===== src/rtl/wt_pkg.sv =====
package wt_pkg;
  typedef enum logic [3:0] {
    A_SEL  = 4'd0,
    A_MAIN = 4'd1,
    A_PLO  = 4'd2,
    A_PHI  = 4'd3,
    A_CTRL = 4'd4,
    A_BAL  = 4'd5,
    A_WAVE = 4'd6
  } wt_addr_e;

  localparam int CTRL_EN_BIT  = 7;
  localparam int CTRL_RST_BIT = 6;
endpackage


===== src/rtl/wt_chan.sv =====
module wt_chan #(
  parameter int DEPTH = 32,
  parameter int SW    = 5,
  parameter int PW    = 12,
  parameter int VW    = 5,
  parameter int BW    = 4
) (
  input  logic                  clk,
  input  logic                  rst_n,
  input  logic                  we_plo,
  input  logic                  we_phi,
  input  logic                  we_ctrl,
  input  logic                  we_bal,
  input  logic                  we_wave,
  input  logic [7:0]            wdata,
  output logic [SW+VW+BW-1:0]   term_l,
  output logic [SW+VW+BW-1:0]   term_r
);
  import wt_pkg::*;

  localparam int PTR_W = $clog2(DEPTH);
  localparam int LVL_W = SW + VW;
  localparam int TW    = SW + VW + BW;

  logic [PW-1:0]    period_q, period_d;
  logic [PW-1:0]    cnt_q, cnt_d;
  logic             en_q, en_d;
  logic [VW-1:0]    vol_q, vol_d;
  logic [BW-1:0]    bal_l_q, bal_l_d, bal_r_q, bal_r_d;
  logic [PTR_W-1:0] wptr_q, wptr_d;
  logic [PTR_W-1:0] pidx_q, pidx_d;
  logic             wave_we;
  logic [SW-1:0]    wave_q [DEPTH];
  logic [SW-1:0]    sample;
  logic [LVL_W-1:0] lvl;

  assign wave_we = we_wave && !en_q;

  // next-state
  always_comb begin
    period_d = period_q;
    en_d     = en_q;
    vol_d    = vol_q;
    bal_l_d  = bal_l_q;
    bal_r_d  = bal_r_q;
    wptr_d   = wptr_q;
    if (we_plo) period_d[7:0] = wdata;
    if (we_phi) period_d[PW-1:8] = wdata[PW-9:0];
    if (we_ctrl) begin
      en_d  = wdata[CTRL_EN_BIT];
      vol_d = wdata[VW-1:0];
      if (wdata[CTRL_RST_BIT]) wptr_d = '0;
    end
    if (we_bal) begin
      bal_l_d = wdata[7:4];
      bal_r_d = wdata[3:0];
    end
    if (wave_we) wptr_d = wptr_q + 1'b1;
    if (!en_q) begin
      cnt_d  = period_q;
      pidx_d = '0;
    end else if (cnt_q == '0) begin
      cnt_d  = period_q;
      pidx_d = pidx_q + 1'b1;
    end else begin
      cnt_d  = cnt_q - 1'b1;
      pidx_d = pidx_q;
    end
  end

  // state registers
  always_ff @(posedge clk or negedge rst_n) begin
    if (!rst_n) begin
      period_q <= '0;
      cnt_q    <= '0;
      en_q     <= 1'b0;
      vol_q    <= '0;
      bal_l_q  <= '0;
      bal_r_q  <= '0;
      wptr_q   <= '0;
      pidx_q   <= '0;
    end else begin
      period_q <= period_d;
      cnt_q    <= cnt_d;
      en_q     <= en_d;
      vol_q    <= vol_d;
      bal_l_q  <= bal_l_d;
      bal_r_q  <= bal_r_d;
      wptr_q   <= wptr_d;
      pidx_q   <= pidx_d;
    end
  end

  // waveform store, written only through its enable
  always_ff @(posedge clk) begin
    if (wave_we) wave_q[wptr_q] <= wdata[SW-1:0];
  end

  always_comb begin
    sample = en_q ? wave_q[pidx_q] : '0;
    lvl    = LVL_W'(sample) * LVL_W'(vol_q);
    term_l = TW'(lvl) * TW'(bal_l_q);
    term_r = TW'(lvl) * TW'(bal_r_q);
  end

  p_idx_hold_r9: assert property (@(posedge clk) disable iff (!rst_n)
    !en_q |=> (pidx_q == '0));
  p_idx_step_r4: assert property (@(posedge clk) disable iff (!rst_n)
    (en_q && cnt_q == '0) |=> (pidx_q == $past(pidx_q) + 1'b1));
  p_cnt_dec_r4: assert property (@(posedge clk) disable iff (!rst_n)
    (en_q && cnt_q != '0) |=> ((cnt_q == $past(cnt_q) - 1'b1) && $stable(pidx_q)));
  p_wave_ignore_r7: assert property (@(posedge clk) disable iff (!rst_n)
    (we_wave && en_q) |=> $stable(wptr_q));
  p_wptr_adv_r7: assert property (@(posedge clk) disable iff (!rst_n)
    (we_wave && !en_q) |=> (wptr_q == $past(wptr_q) + 1'b1));
endmodule


===== src/rtl/wt_mix.sv =====
module wt_mix #(
  parameter int NCH = 6,
  parameter int TW  = 14,
  parameter int BW  = 4
) (
  input  logic                                  clk,
  input  logic                                  rst_n,
  input  logic [NCH*TW-1:0]                     terms_l,
  input  logic [NCH*TW-1:0]                     terms_r,
  input  logic [BW-1:0]                         main_l,
  input  logic [BW-1:0]                         main_r,
  output logic [TW+BW+$clog2(NCH+1)-1:0]        out_l,
  output logic [TW+BW+$clog2(NCH+1)-1:0]        out_r
);
  localparam int SUM_W = TW + $clog2(NCH + 1);
  localparam int OW    = SUM_W + BW;

  logic [SUM_W-1:0] sum_l, sum_r;
  logic [OW-1:0]    mix_l_d, mix_r_d;

  always_comb begin
    sum_l = '0;
    sum_r = '0;
    for (int i = 0; i < NCH; i++) begin
      sum_l = sum_l + SUM_W'(terms_l[i*TW +: TW]);
      sum_r = sum_r + SUM_W'(terms_r[i*TW +: TW]);
    end
    mix_l_d = OW'(sum_l) * OW'(main_l);
    mix_r_d = OW'(sum_r) * OW'(main_r);
  end

  always_ff @(posedge clk or negedge rst_n) begin
    if (!rst_n) begin
      out_l <= '0;
      out_r <= '0;
    end else begin
      out_l <= mix_l_d;
      out_r <= mix_r_d;
    end
  end

  p_silent_r9: assert property (@(posedge clk) disable iff (!rst_n)
    (terms_l == '0 && terms_r == '0) |=> (out_l == '0 && out_r == '0));
  p_main_zero_r3: assert property (@(posedge clk) disable iff (!rst_n)
    (main_l == '0) |=> (out_l == '0));
endmodule


===== src/rtl/wavetone_mixer.sv =====
module wavetone_mixer #(
  parameter int NCH   = 6,
  parameter int DEPTH = 32,
  parameter int SW    = 5,
  parameter int PW    = 12,
  parameter int VW    = 5,
  parameter int BW    = 4
) (
  input  logic                                     clk,
  input  logic                                     rst_n,
  input  logic                                     wr_en,
  input  logic [3:0]                               wr_addr,
  input  logic [7:0]                               wr_data,
  output logic [SW+VW+2*BW+$clog2(NCH+1)-1:0]      out_left,
  output logic [SW+VW+2*BW+$clog2(NCH+1)-1:0]      out_right
);
  import wt_pkg::*;

  localparam int TW    = SW + VW + BW;
  localparam int SEL_W = 3;

  logic             rs1_q, rs2_q, rst_i;
  logic [SEL_W-1:0] sel_q, sel_d;
  logic [BW-1:0]    main_l_q, main_l_d, main_r_q, main_r_d;
  logic [NCH*TW-1:0] terms_l, terms_r;

  // reset: asserts at once, releases after two clean edges
  always_ff @(posedge clk or negedge rst_n) begin
    if (!rst_n) begin
      rs1_q <= 1'b0;
      rs2_q <= 1'b0;
    end else begin
      rs1_q <= 1'b1;
      rs2_q <= rs1_q;
    end
  end
  assign rst_i = rs2_q;

  always_comb begin
    sel_d    = sel_q;
    main_l_d = main_l_q;
    main_r_d = main_r_q;
    if (wr_en && wr_addr == A_SEL) sel_d = wr_data[SEL_W-1:0];
    if (wr_en && wr_addr == A_MAIN) begin
      main_l_d = wr_data[7:4];
      main_r_d = wr_data[3:0];
    end
  end

  always_ff @(posedge clk or negedge rst_i) begin
    if (!rst_i) begin
      sel_q    <= '0;
      main_l_q <= '0;
      main_r_q <= '0;
    end else begin
      sel_q    <= sel_d;
      main_l_q <= main_l_d;
      main_r_q <= main_r_d;
    end
  end

  for (genvar ch = 0; ch < NCH; ch++) begin : g_ch
    logic hit;
    assign hit = wr_en && (sel_q == SEL_W'(ch));

    wt_chan #(
      .DEPTH(DEPTH), .SW(SW), .PW(PW), .VW(VW), .BW(BW)
    ) u_chan (
      .clk     (clk),
      .rst_n   (rst_i),
      .we_plo  (hit && wr_addr == A_PLO),
      .we_phi  (hit && wr_addr == A_PHI),
      .we_ctrl (hit && wr_addr == A_CTRL),
      .we_bal  (hit && wr_addr == A_BAL),
      .we_wave (hit && wr_addr == A_WAVE),
      .wdata   (wr_data),
      .term_l  (terms_l[ch*TW +: TW]),
      .term_r  (terms_r[ch*TW +: TW])
    );
  end

  wt_mix #(.NCH(NCH), .TW(TW), .BW(BW)) u_mix (
    .clk     (clk),
    .rst_n   (rst_i),
    .terms_l (terms_l),
    .terms_r (terms_r),
    .main_l  (main_l_q),
    .main_r  (main_r_q),
    .out_l   (out_left),
    .out_r   (out_right)
  );

  p_reset_quiet_r1: assert property (@(posedge clk)
    !rst_i |=> (out_left == '0 && out_right == '0));
endmodule


===== config.mk =====
export PLATFORM = sky130hd
export DESIGN_NAME = wavetone_mixer
export DESIGN_NICKNAME = d
export VERILOG_FILES = /design/src/rtl/wt_pkg.sv /design/src/rtl/wt_chan.sv /design/src/rtl/wt_mix.sv /design/src/rtl/wavetone_mixer.sv
export SDC_FILE = /design/constraint.sdc
export NUM_CORES = 2
export LEC_CHECK = 0
export ABC_AREA = 0
export BUFFER_PORTS_ARGS = -buffer_cell sky130_fd_sc_hd__clkbuf_2
export CAP_MARGIN = 5
export CORE_AREA = 2 2 396 398
export CTS_BUF_LIST = sky130_fd_sc_hd__clkbuf_8
export DETAILED_ROUTE_END_ITERATION = 8
export DIE_AREA = 0 0 398 400
export PLACE_DENSITY_LB_ADDON = 0.05
export SLEW_MARGIN = 20
export SYNTH_ARGS = -nofsm -noshare
export SYNTH_HDL_FRONTEND = slang
export SYNTH_SLANG_ARGS = --single-unit

===== constraint.sdc =====
create_clock -name clk -period 12.4 [get_ports clk]
set_input_delay 1.24 -clock clk [delete_from_list [all_inputs] [get_ports clk]]
set_output_delay 1.24 -clock clk [all_outputs]
set_load 0.05 [all_outputs]

==> Yosys cells after proc, flatten, opt, wreduce, memory -nomap -nowiden <==
Memory sizes are Yosys's and may differ from the RTL's.
Cells that the tools add are included.
Widths: inputs -> output; s select.
{ "totals": {"mem_bits_rw": 960, "memories": 6, "register_bits": 343, "out_inout_bits": 42, "in_bits": 15} }
{ "classes": {"n_reduce_logical": 76, "muxes": 55, "n_mul": 20, "eq_ne": 17, "n_addsub": 28} }
{ "mem_list": {"columns": ["name", "depth", "width", "rd", "rd_ports_with_merged_regs", "write_ports", "line_no", "rtl"], "rows": [
  ["g_ch[0].u_chan.wave_q", 32, 5, 1, 0, 1, "wt_chan.sv:33", "logic [SW-1:0] wave_q [DEPTH];"],
  ["g_ch[1].u_chan.wave_q", 32, 5, 1, 0, 1, "wt_chan.sv:33", null],
  ["g_ch[2].u_chan.wave_q", 32, 5, 1, 0, 1, "wt_chan.sv:33", null],
  ["g_ch[3].u_chan.wave_q", 32, 5, 1, 0, 1, "wt_chan.sv:33", null],
  ["g_ch[4].u_chan.wave_q", 32, 5, 1, 0, 1, "wt_chan.sv:33", null],
  ["g_ch[5].u_chan.wave_q", 32, 5, 1, 0, 1, "wt_chan.sv:33", null]
]} }
{ "ops": {"columns": ["cell", "n"], "rows": [
  ["$mul 10x4->14", 12],
  ["$mux 5", 31],
  ["$mux 12", 12],
  ["$add 17x14->17", 8],
  ["$logic_not 12->1", 6],
  ["$sub 12x1->12 const B", 6],
  ["$add 5x1->5 const B", 12],
  ["$mul 5x5->10", 6],
  ["$logic_and 1x1->1", 44],
  ["$mul 17x4->21", 2],
  ["$add 14x14->15", 2],
  ["$reduce_bool 2->1", 12],
  ["$eq 4x3->1 const B", 3],
  ["$mux 1", 12],
  ["$ne 2x2->1 const B", 6],
  ["$reduce_and 2->1", 6],
  ["$eq 4x2->1 const B", 2],
  ["$eq 3x2->1 const B", 2],
  ["$eq 3x3->1 const B", 2],
  ["$logic_not 1->1", 6],
  ["$eq 4x1->1 const B", 1],
  ["$logic_not 4->1", 1],
  ["$eq 3x1->1 const B", 1],
  ["$logic_not 3->1", 1]
]} }

==> Depth between registers and ports, before layout <==
An unclocked memory read counts as a cell.
{ "depth": {"ltp_word": 10, "mapped_depth": 57, "ltp_nobuf": 54} }

==> Hierarchy <==
Synthesis repeated with hierarchy kept, for this count alone.
{ "hier_totals": {"cells_unflattened": 7227, "hier_area_um2": 83095.9} }
{ "by_module_without_submodules": {"columns": ["mod", "seq_area_each_um2", "area_each_um2", "instances", "cells_per_inst"], "rows": [
  ["wt_chan (g_ch[4].u_chan ...)", 6005.8, 11990.2, 2, 986],
  ["wt_chan (g_ch[0].u_chan ...)", 6005.8, 11965.2, 2, 990],
  ["wt_chan (g_ch[3].u_chan)", 6005.8, 12001.5, 1, 994],
  ["wt_chan (g_ch[2].u_chan)", 6005.8, 11970.2, 1, 990],
  ["wt_mix", 1051.0, 10516.3, 1, 1217],
  ["wavetone_mixer", 325.3, 696.9, 1, 74]
]} }

==> Worst setup path before layout <==
OpenSTA, ideal clock, no wires.
{ "synth_timing": {"path_kind": "register -> register", "startpoint": "register g_ch[1].u_chan.pidx_q[0]", "endpoint": "register u_mix.out_l[20]", "stages_incl_launch_ff": 53, "t_required_ns": 12.320, "path_buffers": 3, "path_slack_ns": -1.640, "setup_ns": 0.080, "arrival_ns": 13.960, "path_cell_list": "dfrtp_1 buf_2 buf_6 buf_6 mux4_2 mux4_2 mux2i_1 or2_1 fa_1 inv_1 fa_1 fa_1 ha_1 nor2b_1 o21ai_0 a21oi_1 o21a_1 nor2_1 [... 17 more ...] fa_1 inv_1 ha_1 or3_1 o32ai_2 nor3_1 or4_1 fa_1 inv_1 fa_1 inv_1 ha_1 nand3_1 nand2_1 a21oi_1 o221ai_1 a21oi_1 xnor2_1"} }
{ "synth_via": {"elab_chain_len": 10} }
{ "synth_rtl": {"columns": ["item", "line_no", "rtl"], "rows": [
  ["start, declared", "wt_chan.sv:31", "logic [PTR_W-1:0] pidx_q, pidx_d;"],
  ["start signal, assigned", "wt_chan.sv:90", "pidx_q <= pidx_d;"],
  ["$mem_v2 32x5", null, null],
  ["$mux 5", "wt_chan.sv:100", "sample = en_q ? wave_q[pidx_q] : '0;"],
  ["$mul 5x5->10", "wt_chan.sv:101", "lvl = LVL_W'(sample) * LVL_W'(vol_q);"],
  ["$mul 10x4->14", "wt_chan.sv:102", "term_l = TW'(lvl) * TW'(bal_l_q);"],
  ["$add 14x14->15", "wt_mix.sv:25", "sum_l = sum_l + SUM_W'(terms_l[i*TW +: TW]);"],
  ["$add 17x14->17 (4 in a row)", "wt_mix.sv:25", null],
  ["$mul 17x4->21", "wt_mix.sv:28", "mix_l_d = OW'(sum_l) * OW'(main_l);"],
  ["named net u_mix.mix_l_d[20]", "wt_mix.sv:19", "logic [OW-1:0] mix_l_d, mix_r_d;"],
  ["end signal, assigned", "wt_mix.sv:37", "out_l <= mix_l_d;"],
  ["end, declared", "wt_mix.sv:12", "output logic [TW+BW+$clog2(NCH+1)-1:0] out_l,"]
]} }
The timed path passes the listed nets, and every way through them passes these cells.
A chain may end at the register's enable or synchronous reset.

==> Final worst setup path <==
Same ends and word-level chain as after synthesis.

==> results.toml <==
[power]
powerDensity_nw_per_um2 = 145
cellLeakagePower_nw = 35.3
power.switching_mw = 4.12
swShare = 0.319
p_int_mw = 8.79
total_power_mw = 12.9
pwr-share-comb = 0.311
clkPwrFrac = 0.292
power.share.sequential = 0.397
peakVddDrop_v = 0.000126

[floorplanning]
die_w_um = 398
fp.dieArea_sq_um = 159000
start_util = 0.496
ios = 57
core_sq_um = 155000
rows = 145
die_h_um = 400

[global_route]
grt_pass1_vias = 49100
grt_max_degree = 95
antenna_found_initial = 8
grt_use_total = 0.238
grt_pass1_wl_mm = 288
grt.overflow.total = 0

[sta]
rsz0062_at_grt = "true"
post-route-min-period_ns = 13.48
fin_tns_setup_ns = -16.90
finalWorstSetupSlack_ns = -1.08
relSlewSlack = 0.217
drv_slew = 0
fin_crit_sh = 1.09
max_freq_ghz = 0.0742
hold_viol = 0
finClkSkew_ns = 0.0543
worst_pin_slew_ns = 1.17
setup_viol = 23

[routing]
drtPass1Iterations = 5
wl_per_cell_um = 21.5
vias = 46400
drt_iter0_drc = 3042
drt-vias-per-instance = 5.43
routed_wl_mm = 184
drc = 0
drtAntennaViolNets = 0

[yosys]
netlist_area_sq_um = 77000
postSynthAreaPerCell_sq_um = 13.4
yosysWarnings = 0
synth_seq_cells = 1303
synthCells = 5737
synth-edff-count = 960
syn-num-nets = 6612
synth.distinct_cells = 77
yosysSeqAreaShare = 0.486
async_flop_share = 0.263
synth_top_flop_cell = "edfxtp_1"

[clock_tree]
clk_path_buf_depth = 3
insertion_delay_ns = 0.95
cts_buffers = 217
cts.sink_count = 1303
root_buffer = "clkbuf_8"
cts_tree = "built"
cts.reportedPaths.clkPinSlew_ns = 0.06
cts_htree_levels = 4

[worst_setup_path]
cp.required_ns = 13.23
path_class = "reg -> reg"
start_kind = "flip-flop"
r2r-start = "g_ch[1].u_chan.pidx_q[0]$_DFFE_PN0P_"
cp_top_family = "adder cells"
cpPeakStageDelay_ns = 0.56
cpMostUsedCell = "fa_1"
arrival_ns = 14.31
r2r_setup_slack_ns = -1.08
critPathMaxFanout = 5
r2r_cells = 52
r2r_end = "u_mix.out_l[20]$_DFF_PN0_"
cp.depth = 52
crit_slowest_cell = "fa_1"
cp_num_buf_inv = 13
end_kind = "flip-flop"

[finish]
area_growth_syn_to_layout_pct = 15.6
drive_gt1_frac = 0.250
nets = 7173

[status]
violations = "negative setup slack"
status = "finished with violations"

[place]
dp_hpwl_mm = 129
gp_congestion = 0.888
io_buffers = 56

[worst_hold_path]
hold_path.class = "reg -> async"

[job]
drv_cap = 0
## cell usage after synthesis, types with 47 or more instances
master	count	area (sq um)
ha_1	346	4330
nand3_1	88	440
dfrtp_1	343	8580
a21oi_1	82	410
mux2_2	198	2230
mux4_2	283	6370
nor3_1	59	295
o21ai_0	121	606
clkbuf_1	158	593
nand2b_1	91	569
nor2b_1	97	607
mux2i_1	47	470
nor2_1	383	1440
and2_1	296	1850
nand2_1	442	1660
fa_1	514	10300
xnor2_1	142	1240
inv_1	620	2330
edfxtp_1	960	28800
## cell type report
cell class,count,area [sq um]
tap,2058,2570
inverter,625,2350
clock inverter,176,1120
fill,12700,66100
timing repair buffer,560,4460
multi-input combinational,3591,37900
clock buffer,233,3210
antenna,2,5.00
sequential,1303,37400
## power groups by stage
stage	clock [mW]	sequential, mW	combinational (mW)
detailed placement	0	5.21	3.56
CTS	3.88	5.12	3.99
floorplan	0	5.20	2.16
finish	3.78	5.12	4.02
global placement	0	5.20	3.54
global route	4.09	5.15	4.48
## routing by layer
layer  vias to the layer above  track usage  routed length (um)
met5                         -            0                  23
met4                         4       0.0637                4320
met3                       272       0.0505               11200
met2                      1126        0.374               85400
met1                     23900        0.339               82700
li1                      21100            -                   -
## through the flow
step,setup slack [ns],area (sq um),cells,util,hold slack (ns)
final,-1.08,89000,8548,0.574,0.341
after global routing,-1.60,89000,8548,0.574,0.363
after CTS,-1.09,88600,8532,0.571,0.349
after detailed placement,-1.47,82800,8089,0.534,0.340
after global placement,-1.30,82800,8089,0.534,0.334
after floorplan,-0.693,77300,5737,-,0.331
## layout by cell type (no fill, tap or decap), types with 91 or more instances in the layout
cell type and count:
and2_1 292, buf_4 465, clkbuf_8 238, dfrtp_1 336, edfxtp_1 960, fa_1 510, ha_1 297, inv_1 676
mux2_2 197, mux4_2 283, nand2_1 435, nand2b_1 91, nor2_1 366, nor2b_1 94, o21ai_0 97, xnor2_1 123
## how the worst max path moves through the flow
stage / startpoint / endpoint / slack [ns]
after floorplan: g_ch[1].u_chan.pidx_q[0]$_DFFE_PN0P_ / u_mix.out_l[20]$_DFF_PN0_ / -0.69
after global placement: g_ch[1].u_chan.pidx_q[0]$_DFFE_PN0P_ / u_mix.out_l[17]$_DFF_PN0_ / -1.30
after detailed placement: g_ch[1].u_chan.pidx_q[0]$_DFFE_PN0P_ / u_mix.out_l[18]$_DFF_PN0_ / -1.47
after CTS: g_ch[1].u_chan.pidx_q[0]$_DFFE_PN0P_ / u_mix.out_l[20]$_DFF_PN0_ / -1.09
after global routing: g_ch[1].u_chan.pidx_q[0]$_DFFE_PN0P_ / u_mix.out_l[20]$_DFF_PN0_ / -1.60
final: g_ch[1].u_chan.pidx_q[0]$_DFFE_PN0P_ / u_mix.out_l[20]$_DFF_PN0_ / -1.08
## cell families after synthesis
logic type,after synthesis,synth area share
AO/OA/AOI/OAI,361,0.0295
XOR/XNOR,183,0.0208
adder cells (fa/ha/maj),860,0.190
buffers and inverters,843,0.0432
flip-flops,1303,0.486
multiplexers,551,0.125
other,1,0.0000487
AND/OR/NAND/NOR,1635,0.106
## state kept, by name, summed over array words and instances, names as in the netlist
signal,cells
g_ch.u_chan.wave_q,960
g_ch.u_chan.cnt_q,72
g_ch.u_chan.period_q,72
g_ch.u_chan.pidx_q,30
g_ch.u_chan.vol_q,30
g_ch.u_chan.wptr_q,30
g_ch.u_chan.bal_l_q,24
g_ch.u_chan.bal_r_q,24
u_mix.out_l,21
u_mix.out_r,21
g_ch.u_chan.en_q,6
main_l_q,4
main_r_q,4
sel_q,3
rs1_q,1
rs2_q,1
## what timing repair did
action / CTS / global route
endpoints found under the hold margin: 2 / 0
setup buffers: 38 / 14
gates resized for setup: 202 / 68
hold buffers: 1 / 0
pin swaps: 103 / 86
setup endpoints to repair: 27 / 31
cloned: 2 / 1
Power figures use the tool's default switching activity.
